==> src/rtl/gpio_ind_pkg.sv <==
package gpio_ind_pkg;
  localparam int NPIN = 22;
  localparam int NGRP = 3;
  localparam logic [7:0] SEL_CFG_ADDR = 8'h03;
  localparam logic [7:0] IDLE_RDATA = 8'hFF;

  // Bus address of the index port for each placement code
  function automatic logic [7:0] pair_base(input logic [1:0] pos);
    case (pos)
      2'd0: pair_base = 8'hE0;
      2'd1: pair_base = 8'hE2;
      2'd2: pair_base = 8'hE4;
      default: pair_base = 8'hEA;
    endcase
  endfunction

  function automatic int grp_size(input int g);
    return (g == 1) ? 6 : 8;
  endfunction

  function automatic int grp_first(input int g);
    return (g == 0) ? 0 : (g == 1) ? 8 : 14;
  endfunction

  function automatic logic [7:0] grp_cfg_base(input int g);
    return (g == 0) ? 8'hE0 : (g == 1) ? 8'hE8 : 8'hF5;
  endfunction

  function automatic logic [1:0] pin_grp(input int p);
    return (p < 8) ? 2'd0 : (p < 14) ? 2'd1 : 2'd2;
  endfunction

  function automatic logic [2:0] pin_bit(input int p);
    int b;
    b = p - grp_first(int'(pin_grp(p)));
    return b[2:0];
  endfunction
endpackage

==> src/rtl/gpio_port_decode.sv <==
module gpio_port_decode
  import gpio_ind_pkg::*;
(
  input  logic       sel_en,
  input  logic [1:0] sel_pos,
  input  logic [7:0] addr,
  output logic       hit_idx,
  output logic       hit_dat
);
  logic [7:0] base;

  assign base    = pair_base(sel_pos);
  assign hit_idx = sel_en && (addr == base);
  assign hit_dat = sel_en && (addr == (base + 8'd1));
endmodule

==> src/rtl/gpio_cfg_bank.sv <==
module gpio_cfg_bank
  import gpio_ind_pkg::*;
(
  input  logic            clk,
  input  logic            rst_n,
  input  logic [7:0]      cfg_addr,
  input  logic [7:0]      cfg_wdata,
  input  logic            cfg_we,
  output logic [7:0]      cfg_rdata,
  output logic            sel_en,
  output logic [1:0]      sel_pos,
  output logic [NPIN-1:0] inp,
  output logic [NPIN-1:0] inv,
  output logic [NPIN-1:0] spec
);
  logic       sel_en_q, sel_en_d;
  logic [1:0] sel_pos_q, sel_pos_d;
  logic       sel_wr;
  logic [7:0] pin_addr [NPIN];

  assign sel_wr = cfg_we && (cfg_addr == SEL_CFG_ADDR);

  always_comb begin
    sel_en_d  = sel_en_q;
    sel_pos_d = sel_pos_q;
    if (sel_wr) begin
      sel_en_d  = cfg_wdata[7];
      sel_pos_d = cfg_wdata[1:0];
    end
  end

  always_ff @(posedge clk or negedge rst_n) begin
    if (!rst_n) begin
      sel_en_q  <= 1'b0;
      sel_pos_q <= 2'd0;
    end else begin
      sel_en_q  <= sel_en_d;
      sel_pos_q <= sel_pos_d;
    end
  end

  assign sel_en  = sel_en_q;
  assign sel_pos = sel_pos_q;

  for (genvar g = 0; g < NGRP; g++) begin : g_grp
    for (genvar n = 0; n < grp_size(g); n++) begin : g_pin
      localparam int P = grp_first(g) + n;
      localparam logic [7:0] A = grp_cfg_base(g) + 8'(n);
      logic hit, inp_q, inv_q, spec_q;

      assign hit = cfg_we && (cfg_addr == A);

      always_ff @(posedge clk or negedge rst_n) begin
        if (!rst_n) begin
          inp_q  <= 1'b1;
          inv_q  <= 1'b0;
          spec_q <= 1'b0;
        end else if (hit) begin
          inp_q  <= cfg_wdata[0];
          inv_q  <= cfg_wdata[1];
          spec_q <= cfg_wdata[3];
        end
      end

      assign pin_addr[P] = A;
      assign inp[P]  = inp_q;
      assign inv[P]  = inv_q;
      assign spec[P] = spec_q;
    end
  end

  always_comb begin
    cfg_rdata = 8'h00;
    if (cfg_addr == SEL_CFG_ADDR) cfg_rdata = {sel_en_q, 5'b0, sel_pos_q};
    for (int p = 0; p < NPIN; p++) begin
      if (cfg_addr == pin_addr[p]) cfg_rdata = {4'b0, spec[p], 1'b0, inv[p], inp[p]};
    end
  end

  p_sel_write_r2: assert property (@(posedge clk) disable iff (!rst_n)
    sel_wr |=> (sel_pos == $past(cfg_wdata[1:0])) && (sel_en == $past(cfg_wdata[7])));
endmodule

==> src/rtl/gpio_in_sync.sv <==
module gpio_in_sync #(
  parameter int WIDTH  = 22,
  parameter int STAGES = 2
) (
  input  logic             clk,
  input  logic             rst_n,
  input  logic [WIDTH-1:0] d,
  output logic [WIDTH-1:0] q
);
  logic [WIDTH-1:0] stg_q [STAGES];

  always_ff @(posedge clk or negedge rst_n) begin
    if (!rst_n) begin
      for (int s = 0; s < STAGES; s++) stg_q[s] <= '0;
    end else begin
      stg_q[0] <= d;
      for (int s = 1; s < STAGES; s++) stg_q[s] <= stg_q[s-1];
    end
  end

  assign q = stg_q[STAGES-1];
endmodule

==> src/rtl/gpio_pin_mux.sv <==
module gpio_pin_mux
  import gpio_ind_pkg::*;
(
  input  logic            clk,
  input  logic            rst_n,
  input  logic [NPIN-1:0] inp,
  input  logic [NPIN-1:0] inv,
  input  logic [NPIN-1:0] spec,
  input  logic [NPIN-1:0] olat,
  input  logic [NPIN-1:0] pad_sync,
  input  logic [NPIN-1:0] alt_out,
  input  logic [NPIN-1:0] alt_oe,
  output logic [NPIN-1:0] pin_out,
  output logic [NPIN-1:0] pin_oe,
  output logic [NPIN-1:0] alt_in,
  output logic [NPIN-1:0] level
);
  for (genvar p = 0; p < NPIN; p++) begin : g_mux
    assign pin_out[p] = spec[p] ? alt_out[p] : (olat[p] ^ inv[p]);
    assign pin_oe[p]  = spec[p] ? alt_oe[p]  : ~inp[p];
    assign alt_in[p]  = spec[p] & pad_sync[p];
    assign level[p]   = spec[p] ? pad_sync[p] : (pad_sync[p] ^ inv[p]);
  end

  p_input_no_drive_r6: assert property (@(posedge clk) disable iff (!rst_n)
    ((inp & ~spec & pin_oe) == '0));
  p_spec_follow_r8: assert property (@(posedge clk) disable iff (!rst_n)
    (((pin_out ^ alt_out) & spec) == '0) && (((pin_oe ^ alt_oe) & spec) == '0));
endmodule

==> src/rtl/gpio_indirect_ctrl.sv <==
module gpio_indirect_ctrl
  import gpio_ind_pkg::*;
#(
  parameter int SYNC_STAGES = 2
) (
  input  logic            clk,
  input  logic            rst_n,
  input  logic [7:0]      bus_addr,
  input  logic [7:0]      bus_wdata,
  input  logic            bus_wr,
  input  logic            bus_rd,
  output logic [7:0]      bus_rdata,
  input  logic [7:0]      cfg_addr,
  input  logic [7:0]      cfg_wdata,
  input  logic            cfg_we,
  output logic [7:0]      cfg_rdata,
  input  logic [NPIN-1:0] pin_in,
  output logic [NPIN-1:0] pin_out,
  output logic [NPIN-1:0] pin_oe,
  input  logic [NPIN-1:0] alt_out,
  input  logic [NPIN-1:0] alt_oe,
  output logic [NPIN-1:0] alt_in
);
  logic [1:0]      rst_pipe;
  logic            srst_n;
  logic            sel_en, hit_idx, hit_dat, dat_wr;
  logic [1:0]      sel_pos;
  logic [NPIN-1:0] inp, inv, spec, pad_sync, level;
  logic [NPIN-1:0] olat_q, olat_d;
  logic [7:0]      idx_q, idx_d;
  logic [7:0]      lvl_byte [NGRP];

  // reset asserts at once, releases on the clock
  always_ff @(posedge clk or negedge rst_n) begin
    if (!rst_n) rst_pipe <= 2'b00;
    else        rst_pipe <= {rst_pipe[0], 1'b1};
  end
  assign srst_n = rst_pipe[1];

  gpio_cfg_bank u_cfg (
    .clk(clk), .rst_n(srst_n), .cfg_addr(cfg_addr), .cfg_wdata(cfg_wdata),
    .cfg_we(cfg_we), .cfg_rdata(cfg_rdata), .sel_en(sel_en), .sel_pos(sel_pos),
    .inp(inp), .inv(inv), .spec(spec)
  );

  gpio_port_decode u_dec (
    .sel_en(sel_en), .sel_pos(sel_pos), .addr(bus_addr),
    .hit_idx(hit_idx), .hit_dat(hit_dat)
  );

  gpio_in_sync #(.WIDTH(NPIN), .STAGES(SYNC_STAGES)) u_sync (
    .clk(clk), .rst_n(srst_n), .d(pin_in), .q(pad_sync)
  );

  gpio_pin_mux u_mux (
    .clk(clk), .rst_n(srst_n), .inp(inp), .inv(inv), .spec(spec), .olat(olat_q),
    .pad_sync(pad_sync), .alt_out(alt_out), .alt_oe(alt_oe),
    .pin_out(pin_out), .pin_oe(pin_oe), .alt_in(alt_in), .level(level)
  );

  assign dat_wr = bus_wr && hit_dat;

  always_comb begin
    idx_d  = idx_q;
    olat_d = olat_q;
    if (bus_wr && hit_idx) idx_d = bus_wdata;
    if (dat_wr) begin
      for (int p = 0; p < NPIN; p++) begin
        if ((idx_q == (8'(pin_grp(p)) + 8'd1)) && !spec[p]) olat_d[p] = bus_wdata[pin_bit(p)];
      end
    end
  end

  always_ff @(posedge clk or negedge srst_n) begin
    if (!srst_n) begin
      idx_q  <= 8'h00;
      olat_q <= '0;
    end else begin
      idx_q  <= idx_d;
      olat_q <= olat_d;
    end
  end

  always_comb begin
    for (int g = 0; g < NGRP; g++) lvl_byte[g] = 8'h00;
    for (int p = 0; p < NPIN; p++) lvl_byte[pin_grp(p)][pin_bit(p)] = level[p];
  end

  always_comb begin
    bus_rdata = IDLE_RDATA;
    if (hit_idx) begin
      bus_rdata = idx_q;
    end else if (hit_dat) begin
      case (idx_q)
        8'h01:   bus_rdata = lvl_byte[0];
        8'h02:   bus_rdata = lvl_byte[1];
        8'h03:   bus_rdata = lvl_byte[2];
        default: bus_rdata = 8'h00;
      endcase
    end
  end

  p_idle_read_r3: assert property (@(posedge clk) disable iff (!srst_n)
    (bus_rd && !sel_en) |-> (bus_rdata == 8'hFF));
  p_grp2_top_zero_r5: assert property (@(posedge clk) disable iff (!srst_n)
    (bus_rd && hit_dat && idx_q == 8'h02) |-> (bus_rdata[7:6] == 2'b00));
  p_spec_latch_hold_r8: assert property (@(posedge clk) disable iff (!srst_n)
    1'b1 |=> (((olat_q ^ $past(olat_q)) & $past(spec)) == '0));
endmodule

==> config.mk <==
export PLATFORM = sky130hd
export DESIGN_NAME = gpio_indirect_ctrl
export DESIGN_NICKNAME = d
export VERILOG_FILES = /design/src/rtl/gpio_ind_pkg.sv /design/src/rtl/gpio_port_decode.sv /design/src/rtl/gpio_cfg_bank.sv /design/src/rtl/gpio_in_sync.sv /design/src/rtl/gpio_pin_mux.sv /design/src/rtl/gpio_indirect_ctrl.sv
export SDC_FILE = /design/constraint.sdc
export NUM_CORES = 1
export LEC_CHECK = 0
export BUFFER_PORTS_ARGS = -buffer_cell sky130_fd_sc_hd__buf_2
export CORE_UTILIZATION = 50
export CTS_CLUSTER_SIZE = 20
export DETAILED_ROUTE_END_ITERATION = 6
export GPL_TIMING_DRIVEN = 0
export PLACE_DENSITY = 0.74
export REMOVE_ABC_BUFFERS = 1
export SLEW_MARGIN = 10
export SYNTH_ARGS = -nofsm -noshare
export SYNTH_HDL_FRONTEND = slang
export SYNTH_HIERARCHICAL = 1
export SYNTH_SLANG_ARGS = --single-unit
==> constraint.sdc <==
create_clock -name clk -period 6.4 [get_ports clk]
set_input_delay 0.32 -clock clk [delete_from_list [all_inputs] [get_ports clk]]
set_output_delay 0.32 -clock clk [all_outputs]
set_load 0.02 [all_outputs]
==> impl_metrics.tcl, run 1 <==
set metrics [dict create \
    rr_startpoint "u_cfg/sel_pos[0]" \
    area_growth_pct 14.4 \
    wl_per_cell_um 20.1 \
    post-cts-setup-buffers 0 \
    final_antenna_net_count 0 \
    status "finished clean" \
    fp.dieH_um 132 \
    tns_ps 0 \
    ys_top_cells_by_area "dfrtp_1, mux2_2, buf_4, dfstp_2, xnor2_1" \
    first_pass_iters 5 \
    clock_sinks 145 \
    synthMostInstantiatedCell "dfrtp_1" \
    hpwl_um 15900 \
    swShare_pct 25.2 \
    p_per_area_nw_per_um2 238 \
    register_area_um2 3660 \
    place_congestion 0.959 \
    grt_use_total_pct 27.3 \
    num-fill-cells 1451 \
    dpl-instance-area_um2 8830 \
    drv_cap 0 \
    crit_arrival_ps 3150 \
    seq_area_frac_synth_pct 43.2 \
    cts_buffer_depth 2 \
    synthesis.area_um2 8460 \
    start_util_pct 51.0 \
    synth_cells 797 \
    viasPerCell 5.57 \
    reg2reg_depth 6 \
    r2r_slack_ps 3250 \
    path_max_fanout 9 \
    die_w_um 132 \
    drc 0 \
    ios 185 \
    cts-root-buf "clkbuf_16" \
    critPathLaunchType "register" \
    cts_tree "done" \
    startpoint "u_cfg/sel_pos[0]" \
    p_clk_share_pct 44.9 \
    rsz0062_at_grt "false" \
    multi_input_area_um2 3920 \
    pwr-share-seq_pct 43.6 \
    nets 998 \
    grt_pass1_wl_um 35600 \
    peakVddDrop_mv 0.227 \
    min_path_type "primary input to register" \
    antenna_cells 0 \
    clk_pin_slew_worst_paths_ps 60 \
    drt-initial-drc-count 510 \
    setup_ws_ps 2930 \
    power_switching_uw 582 \
    final_layout_size_suffix_gt1_share_pct 40.2 \
    slew_violations 0 \
    grt_max_degree 66 \
    grt_overflow 0 \
    post-place-ws_ps 3380 \
    setup_viol 0 \
    postLayoutCellArea_um2 9680 \
    crit_path_end_kind "primary output" \
    yosys_warnings 6 \
    skew_ps 7.22 \
    worst_pin_slew_ps 981 \
    synth_top_area_share_pct 36.4 \
    synth_cell_types 69 \
    cts_hold_buf 23 \
    required_ps 6080 \
    r2r_end "olat_q[1]" \
    finalCritPeriodShare_pct 54.3 \
    vias 6283 \
    clkLatencyLatePin_ps 430 \
    core.rowCount 47 \
    async_flop_share_pct 100 \
    synth_common_cells "dfrtp_1, buf_4, mux2_2, nand2_1, xnor2_1" \
    clock.fmax_mhz 288 \
    cts-resized-gates 0 \
    synth_flop_cell "dfrtp_1" \
    antenna_found_initial 0 \
    fin_crit_ps 3470 \
    path_class "register to primary output" \
    routed_wl_um 22600 \
    p_leak_uw 0.00434 \
    hold_viol 0 \
    numPortBuffers 175 \
    die_area_um2 17500 \
    power_frac_comb_pct 11.5 \
    core_area_um2 16600 \
    numCtsBuffers 17 \
    yosysTopAreaCell "dfrtp_1" \
    endpoint "bus_rdata[2]" \
    internal_power_uw 1730 \
    synth_enable_flop_cells 0 \
    ys_ff_latch 145 \
    slew_headroom_pct 34.6 \
    first_global_vias 6241 \
    h-tree-depth 4 \
    avgSynthCellArea_um2 10.6 \
]
kinds of logic (layout without fill, tap and decap cells):
logic type / after synthesis / in the layout / share of synthesized area (%)
compound gates: 123 / 123 / 9.64
xor+xnor: 46 / 46 / 4.76
buf+inv: 138 / 246 / 10.7
flops: 145 / 145 / 43.2
mux: 121 / 121 / 15.9
other cells: 2 / 5 / 0.0887
simple gates: 222 / 222 / 15.7
worst min-delay path by stage:
| stage | startpoint | to | depth (start not counted) |
|---|---|---|---|
| CTS | cfg_wdata[7] | u_cfg/sel_en | 2 |
| global placement | rst_n | rst_pipe[0] | 1 |
| finish | cfg_wdata[7] | u_cfg/sel_en | 2 |
| global route | cfg_wdata[7] | u_cfg/sel_en | 2 |
| detailed placement | rst_n | rst_pipe[0] | 1 |
| floorplan | rst_n | rst_pipe[0] | 0 |
worst max-delay path: stages, from the launching register on:
cell,delay [ps]
dfrtp_1,450
and4bb_1,300
nor3_2,70
nor4_2,750
nor2b_1,320
a21boi_1,260
a221oi_1,340
buf_2,240
area by class of cell:
class	count	area share (%)
Inverter	14	0.543
Clock buffer	23	5.04
Sequential cell	145	37.8
Timing Repair Buffer	200	12.0
Clock inverter	9	1.34
Tap cell	220	2.84
Multi-Input combinational cell	517	40.4
flip-flops by register name (all words and copies together) (netlist names):
signal and cells:
olat_q 22, u_cfg/g_grp.g_pin.inp_q 22, u_cfg/g_grp.g_pin.inv_q 22, u_cfg/g_grp.g_pin.spec_q 22
u_sync/q 22, u_sync/stg_q 22, idx_q 8, rst_pipe 2
u_cfg/sel_pos 2, u_cfg/sel_en 1
power groups by stage:
stage	Clock [uW]	Sequential [uW]	Combinational, uW
finish	1040	1010	266
detailed placement	0	1020	254
CTS	1050	1010	266
global route	1090	1010	287
global placement	0	1030	233
floorplan	0	1010	133
routing by layer:
| layer | wire (um) | track usage [%] | part of all wire [%] |
|---|---|---|---|
| met2 | 10500 | 42.9 | 46 |
| met3 | 1530 | 6.57 | 6.8 |
| met4 | 545 | 10.4 | 2.4 |
| met5 | 0 | 0 | 0 |
| met1 | 10100 | 36.6 | 45 |
placed cells by master, fill, tap and decap left out, types with 19 or more instances in the layout:
cell,n
o21ai_1,22
dlygate4sd3_1,23
mux2_1,22
o21ai_0,33
buf_2,175
xnor2_1,44
nor2_1,30
dfstp_2,22
dfrtp_1,122
nand2_1,65
nand2b_1,28
mux2_2,87
and2_2,19
metrics by stage:
step	cells	hold WS [ps]	util (%)	total power [uW]
2_1_floorplan	676	24.4	-	1150
3_3_place_gp	1071	106	52.9	1270
3_5_place_dp	1073	107	53.3	1270
4_1_cts	1128	123	58.4	2330
5_1_grt	1128	128	58.4	2390
6_report	1128	140	58.4	2310
(Power assumes the default switching activity.)
==> inputs of run 2 (changes only) <==
--- a/config.mk
+++ b/config.mk
@@ -10,7 +10,7 @@
 export CTS_CLUSTER_SIZE = 20
 export DETAILED_ROUTE_END_ITERATION = 6
 export GPL_TIMING_DRIVEN = 0
-export PLACE_DENSITY = 0.74
+export PLACE_DENSITY = 0.77
 export REMOVE_ABC_BUFFERS = 1
 export SLEW_MARGIN = 10
 export SYNTH_ARGS = -nofsm -noshare
==> constraint.sdc (replaced) <==
create_clock -name clk -period 2.85 [get_ports clk]
set_input_delay 0.1425 -clock clk [delete_from_list [all_inputs] [get_ports clk]]
set_output_delay 0.1425 -clock clk [all_outputs]
set_load 0.02 [all_outputs]
==> impl_metrics.tcl, run 2 (same netlist as run 1, synthesis figures left out) <==
set metrics [dict create \
    die_area_um2 17500 \
    core.rowCount 47 \
    cts_tree "done" \
    worst_pin_slew_ps 897 \
    antenna_found_initial 1 \
    skew_ps 9.30 \
    power_switching_uw 1320 \
    pwr-share-seq_pct 44.7 \
    p_leak_uw 0.00437 \
    endpoint "bus_rdata[5]" \
    crit_arrival_ps 2590 \
    final_common_cell "buf_2" \
    post-place-ws_ps -222 \
    drc 0 \
    drt-initial-drc-count 459 \
    rsz0062_at_grt "false" \
    totalPowerFinal_uw 5050 \
    first_pass_iters 5 \
    grt_pass1_wl_um 36100 \
    status "finished clean" \
    critPathLaunchType "register" \
    hold_viol 0 \
    cts_buffer_depth 2 \
    rr_startpoint "u_cfg/sel_pos[0]" \
    power_frac_comb_pct 12.1 \
    routed_wl_um 23200 \
    drv_cap 0 \
    slew_headroom_pct 40.2 \
    fin_crit_ps 2730 \
    mostFrequentLayoutCells "buf_2, dfrtp_1, mux2_2" \
    r2r_slack_ps 130 \
    p_per_area_nw_per_um2 516 \
    vias 6404 \
    path_max_fanout 8 \
    cts-root-buf "clkbuf_16" \
    min_path_type "primary input to register" \
    nets 1009 \
    h-tree-depth 4 \
    clock.fmax_mhz 366 \
    core_area_um2 16600 \
    grt_use_total_pct 27.7 \
    start_util_pct 51.0 \
    grt_overflow 0 \
    crit_path_end_kind "primary output" \
    internal_power_uw 3730 \
    r2r_end "olat_q[11]" \
    p_clk_share_pct 43.2 \
    numPortBuffers 175 \
    setup_viol 0 \
    peakVddDrop_mv 0.441 \
    startpoint "u_cfg/sel_pos[0]" \
    clock_sinks 145 \
    grt_max_degree 63 \
    clk_pin_slew_worst_paths_ps 60 \
    place_congestion 0.941 \
    numCtsBuffers 17 \
    antenna_cells 0 \
    clkLatencyLatePin_ps 430 \
    wl_per_cell_um 20.4 \
    swShare_pct 26.1 \
    final_layout_size_suffix_gt1_share_pct 40.6 \
    hold_slack_ps 38.1 \
    hpwl_um 16100 \
    final_antenna_net_count 0 \
    fp.dieH_um 132 \
    finalCritPeriodShare_pct 95.9 \
    required_ps 2710 \
    area_growth_pct 15.6 \
    reg2reg_depth 7 \
    first_global_vias 6374 \
    setup_ws_ps 117 \
    path_class "register to primary output" \
    viasPerCell 5.63 \
    die_w_um 132 \
    slew_violations 0 \
    ios 185 \
]
## run 2: cell types whose count changed in the layout (fill, tap and decap cells not counted), moves of 2 or more
cell,before,now
clkinvlp_4,1,4
clkinv_2,3,5
dlygate4sd3_1,23,30
clkbuf_8,4,2
buf_4,0,4
clkinv_4,2,0
## run 2: critical path, stage by stage (launching register included)
cell,delay (ps)
dfrtp_1,440
and4bb_1,330
nor3_4,70
nor4_4,430
nor2b_4,130
a21boi_2,210
a221oi_1,310
buf_2,230
## run 2: through the flow
stage          TNS (ps)  cell area [um2]  cells  utilization, %
6_report              0             9790   1138            59.0
5_1_grt               0             9790   1138            59.0
4_1_cts               0             9750   1136            58.8
3_5_place_dp      -2710             8830   1073            53.3
3_3_place_gp    -407050             8770   1071            52.9
2_1_floorplan   -183240             7620    676               -
## run 2: power groups by stage
stage               Sequential, uW  Combinational [uW]  Clock (uW)
detailed placement            2290                 570           0
finish                        2260                 611        2180
global route                  2270                 659        2310
floorplan                     2270                 300           0
global placement              2320                 521           0
CTS                           2260                 608        2220
## run 2: area by class of cell
class                      instances  area (um2)
fill                            1402        6800
multi-input combinational        517        3970
sequential                       145        3660
timing repair buffer             211        1260
clock buffer                      20         457
tap                              220         275
clock inverter                    11         115
inverter                          14        52.6
## run 2: metal layers
layer / GRT usage [%] / wire (um) / vias up
met5: 0 / 10 / -
met4: 10.1 / 486 / 2
met1: 36.0 / 9780 / 3138
met3: 6.77 / 1760 / 37
met2: 44.7 / 11200 / 292
li1: - / - / 2935
## run 2: what timing repair did
item,4_1_cts,5_1_grt
buffers inserted,2,2
gates resized for setup,5,4
setup endpoints to repair,30,18
gates cloned,0,0
pin swaps,2,2
hold buffers,30,0
endpoints found under the hold margin,38,0
## run 2: how the worst min path moves through the flow
stage / startpoint / to / slack, ps / depth (start not counted)
finish: bus_wdata[5] / olat_q[19] / 40 / 2
global route: bus_wdata[5] / olat_q[13] / 30 / 2
CTS: bus_wdata[5] / olat_q[13] / 30 / 2
detailed placement: rst_n / rst_pipe[0] / -70 / 1
global placement: rst_n / rst_pipe[0] / -70 / 1
floorplan: rst_n / rst_pipe[0] / -150 / 0
==> inputs of run 3 (changes only) <==
==> constraint.sdc (replaced) <==
create_clock -name clk -period 2.85 [get_ports clk]
set_input_delay 0.285 -clock clk [delete_from_list [all_inputs] [get_ports clk]]
set_output_delay 0.285 -clock clk [all_outputs]
set_load 0.02 [all_outputs]
==> impl_metrics.tcl, run 3 (same netlist as run 1, synthesis figures left out) <==
set metrics [dict create \
    numPortBuffers 175 \
    clock.fmax_mhz 359 \
    r2r_end "olat_q[11]" \
    power_switching_uw 1320 \
    drv_cap 0 \
    ios 185 \
    antenna_cells 0 \
    path_class "register to primary output" \
    grt_use_total_pct 27.6 \
    drc 0 \
    rsz0062_at_grt "true" \
    fin_crit_ps 2780 \
    final_layout_size_suffix_gt1_share_pct 41.4 \
    grt_overflow 0 \
    hold_slack_ps 85.9 \
    fp.dieH_um 132 \
    cts-root-buf "clkbuf_16" \
    rr_startpoint "u_cfg/sel_pos[0]" \
    finalCritPeriodShare_pct 97.6 \
    cts_tree "done" \
    routed_wl_um 23300 \
    clk_pin_slew_worst_paths_ps 60 \
    fin_cells 1134 \
    required_ps 2570 \
    postLayoutCellArea_um2 9760 \
    start_util_pct 51.0 \
    path_max_fanout 7 \
    dpl-instance-area_um2 8830 \
    vias 6420 \
    crit_arrival_ps 2500 \
    worst_pin_slew_ps 821 \
    setup_viol 0 \
    skew_ps 10.3 \
    hpwl_um 16100 \
    num-fill-cells 1408 \
    power_frac_comb_pct 11.9 \
    p_leak_uw 0.00436 \
    p_clk_share_pct 43.3 \
    crit_path_end_kind "primary output" \
    first_global_vias 6321 \
    core.rowCount 47 \
    grt_max_degree 63 \
    hold_end "u_cfg/sel_en" \
    dp.cells 1073 \
    hp-start "cfg_wdata[7]" \
    fin_util_pct 58.8 \
    drt-initial-drc-count 512 \
    numCtsBuffers 17 \
    cts_buffer_depth 2 \
    internal_power_uw 3730 \
    place_congestion 0.941 \
    clock_sinks 145 \
    hold_viol 0 \
    core_area_um2 16600 \
    first_pass_iters 4 \
    min_path_type "primary input to register" \
    r2r_slack_ps 480 \
    grt_pass1_wl_um 36000 \
    antenna_found_initial 1 \
    final_common_cell "buf_2" \
    die_area_um2 17500 \
    viasPerCell 5.66 \
    hold_depth 2 \
    peakVddDrop_mv 0.442 \
    clkLatencyLatePin_ps 430 \
    final_antenna_net_count 0 \
    pwr-share-seq_pct 44.7 \
    p_per_area_nw_per_um2 518 \
    wl_per_cell_um 20.5 \
    reg2reg_depth 9 \
    h-tree-depth 4 \
    die_w_um 132 \
    mostFrequentLayoutCells "buf_2, dfrtp_1, mux2_2" \
    swShare_pct 26.2 \
    slew_violations 0 \
    area_growth_pct 15.3 \
    slew_headroom_pct 45.3 \
    nets 1005 \
    status "finished clean" \
    critPathLaunchType "register" \
]
run 3: critical path: stages, from the launching register on:
cell and delay (ps):
dfrtp_1 420, and4bb_1 250, nor3_4 280, nor4b_4 70, buf_4 170, nor2b_4 160, a21boi_4 190, a221oi_2 280
buf_2 230
run 3: power groups by stage:
stage               Sequential (uW)  Combinational (uW)  Clock, uW
finish                         2260                 603       2190
CTS                            2260                 602       2220
global route                   2270                 651       2310
global placement               2320                 521          0
floorplan                      2270                 300          0
detailed placement             2290                 570          0
run 3: repair_timing:
item / CTS / global route
hold endpoints to repair: 24 / 0
gates resized for setup: 8 / 5
hold buffers: 23 / 0
buffers inserted: 3 / 4
setup endpoints to repair: 31 / 19
pin swaps: 2 / 2
run 3: worst max-delay path by stage:
stage               slack, ps  cells past startpoint      endpoint        startpoint
floorplan               -1450                      0      idx_q[0]       rst_pipe[1]
global placement        -3090                      0  u_sync/q[11]       rst_pipe[1]
detailed placement       -220                      6    olat_q[14]  u_cfg/sel_pos[0]
CTS                        -7                      7  bus_rdata[2]  u_cfg/sel_pos[0]
global route              -40                      8  bus_rdata[2]  u_cfg/sel_pos[1]
finish                     70                      8  bus_rdata[2]  u_cfg/sel_pos[1]
run 3: layout make-up:
class                      count  area, um2  area share, %
multi-input combinational    517       3980           40.8
sequential                   145       3660           37.5
timing repair buffer         207       1220           12.5
clock buffer                  20        457           4.68
tap                          220        275           2.82
clock inverter                11        115           1.18
inverter                      14       52.6          0.539
run 3: per-layer routing:
metal | vias to the layer above | part of all wire [%] | GRT usage, %
li1 | 2930 | - | -
met1 | 3166 | 43 | 36.1
met2 | 285 | 48 | 44.3
met3 | 37 | 7.3 | 6.81
met4 | 2 | 2.1 | 10.4
met5 | - | 0.043 | 0
run 3: stage by stage:
step / setup slack [ps] / power [uW] / TNS, ps
finish: 67.7 / 5050 / 0
detailed placement: -222 / 2870 / -3150
floorplan: -1450 / 2570 / -183240
global route: -41.4 / 5230 / -125
global placement: -3090 / 2840 / -407490
CTS: -7.24 / 5090 / -7.24
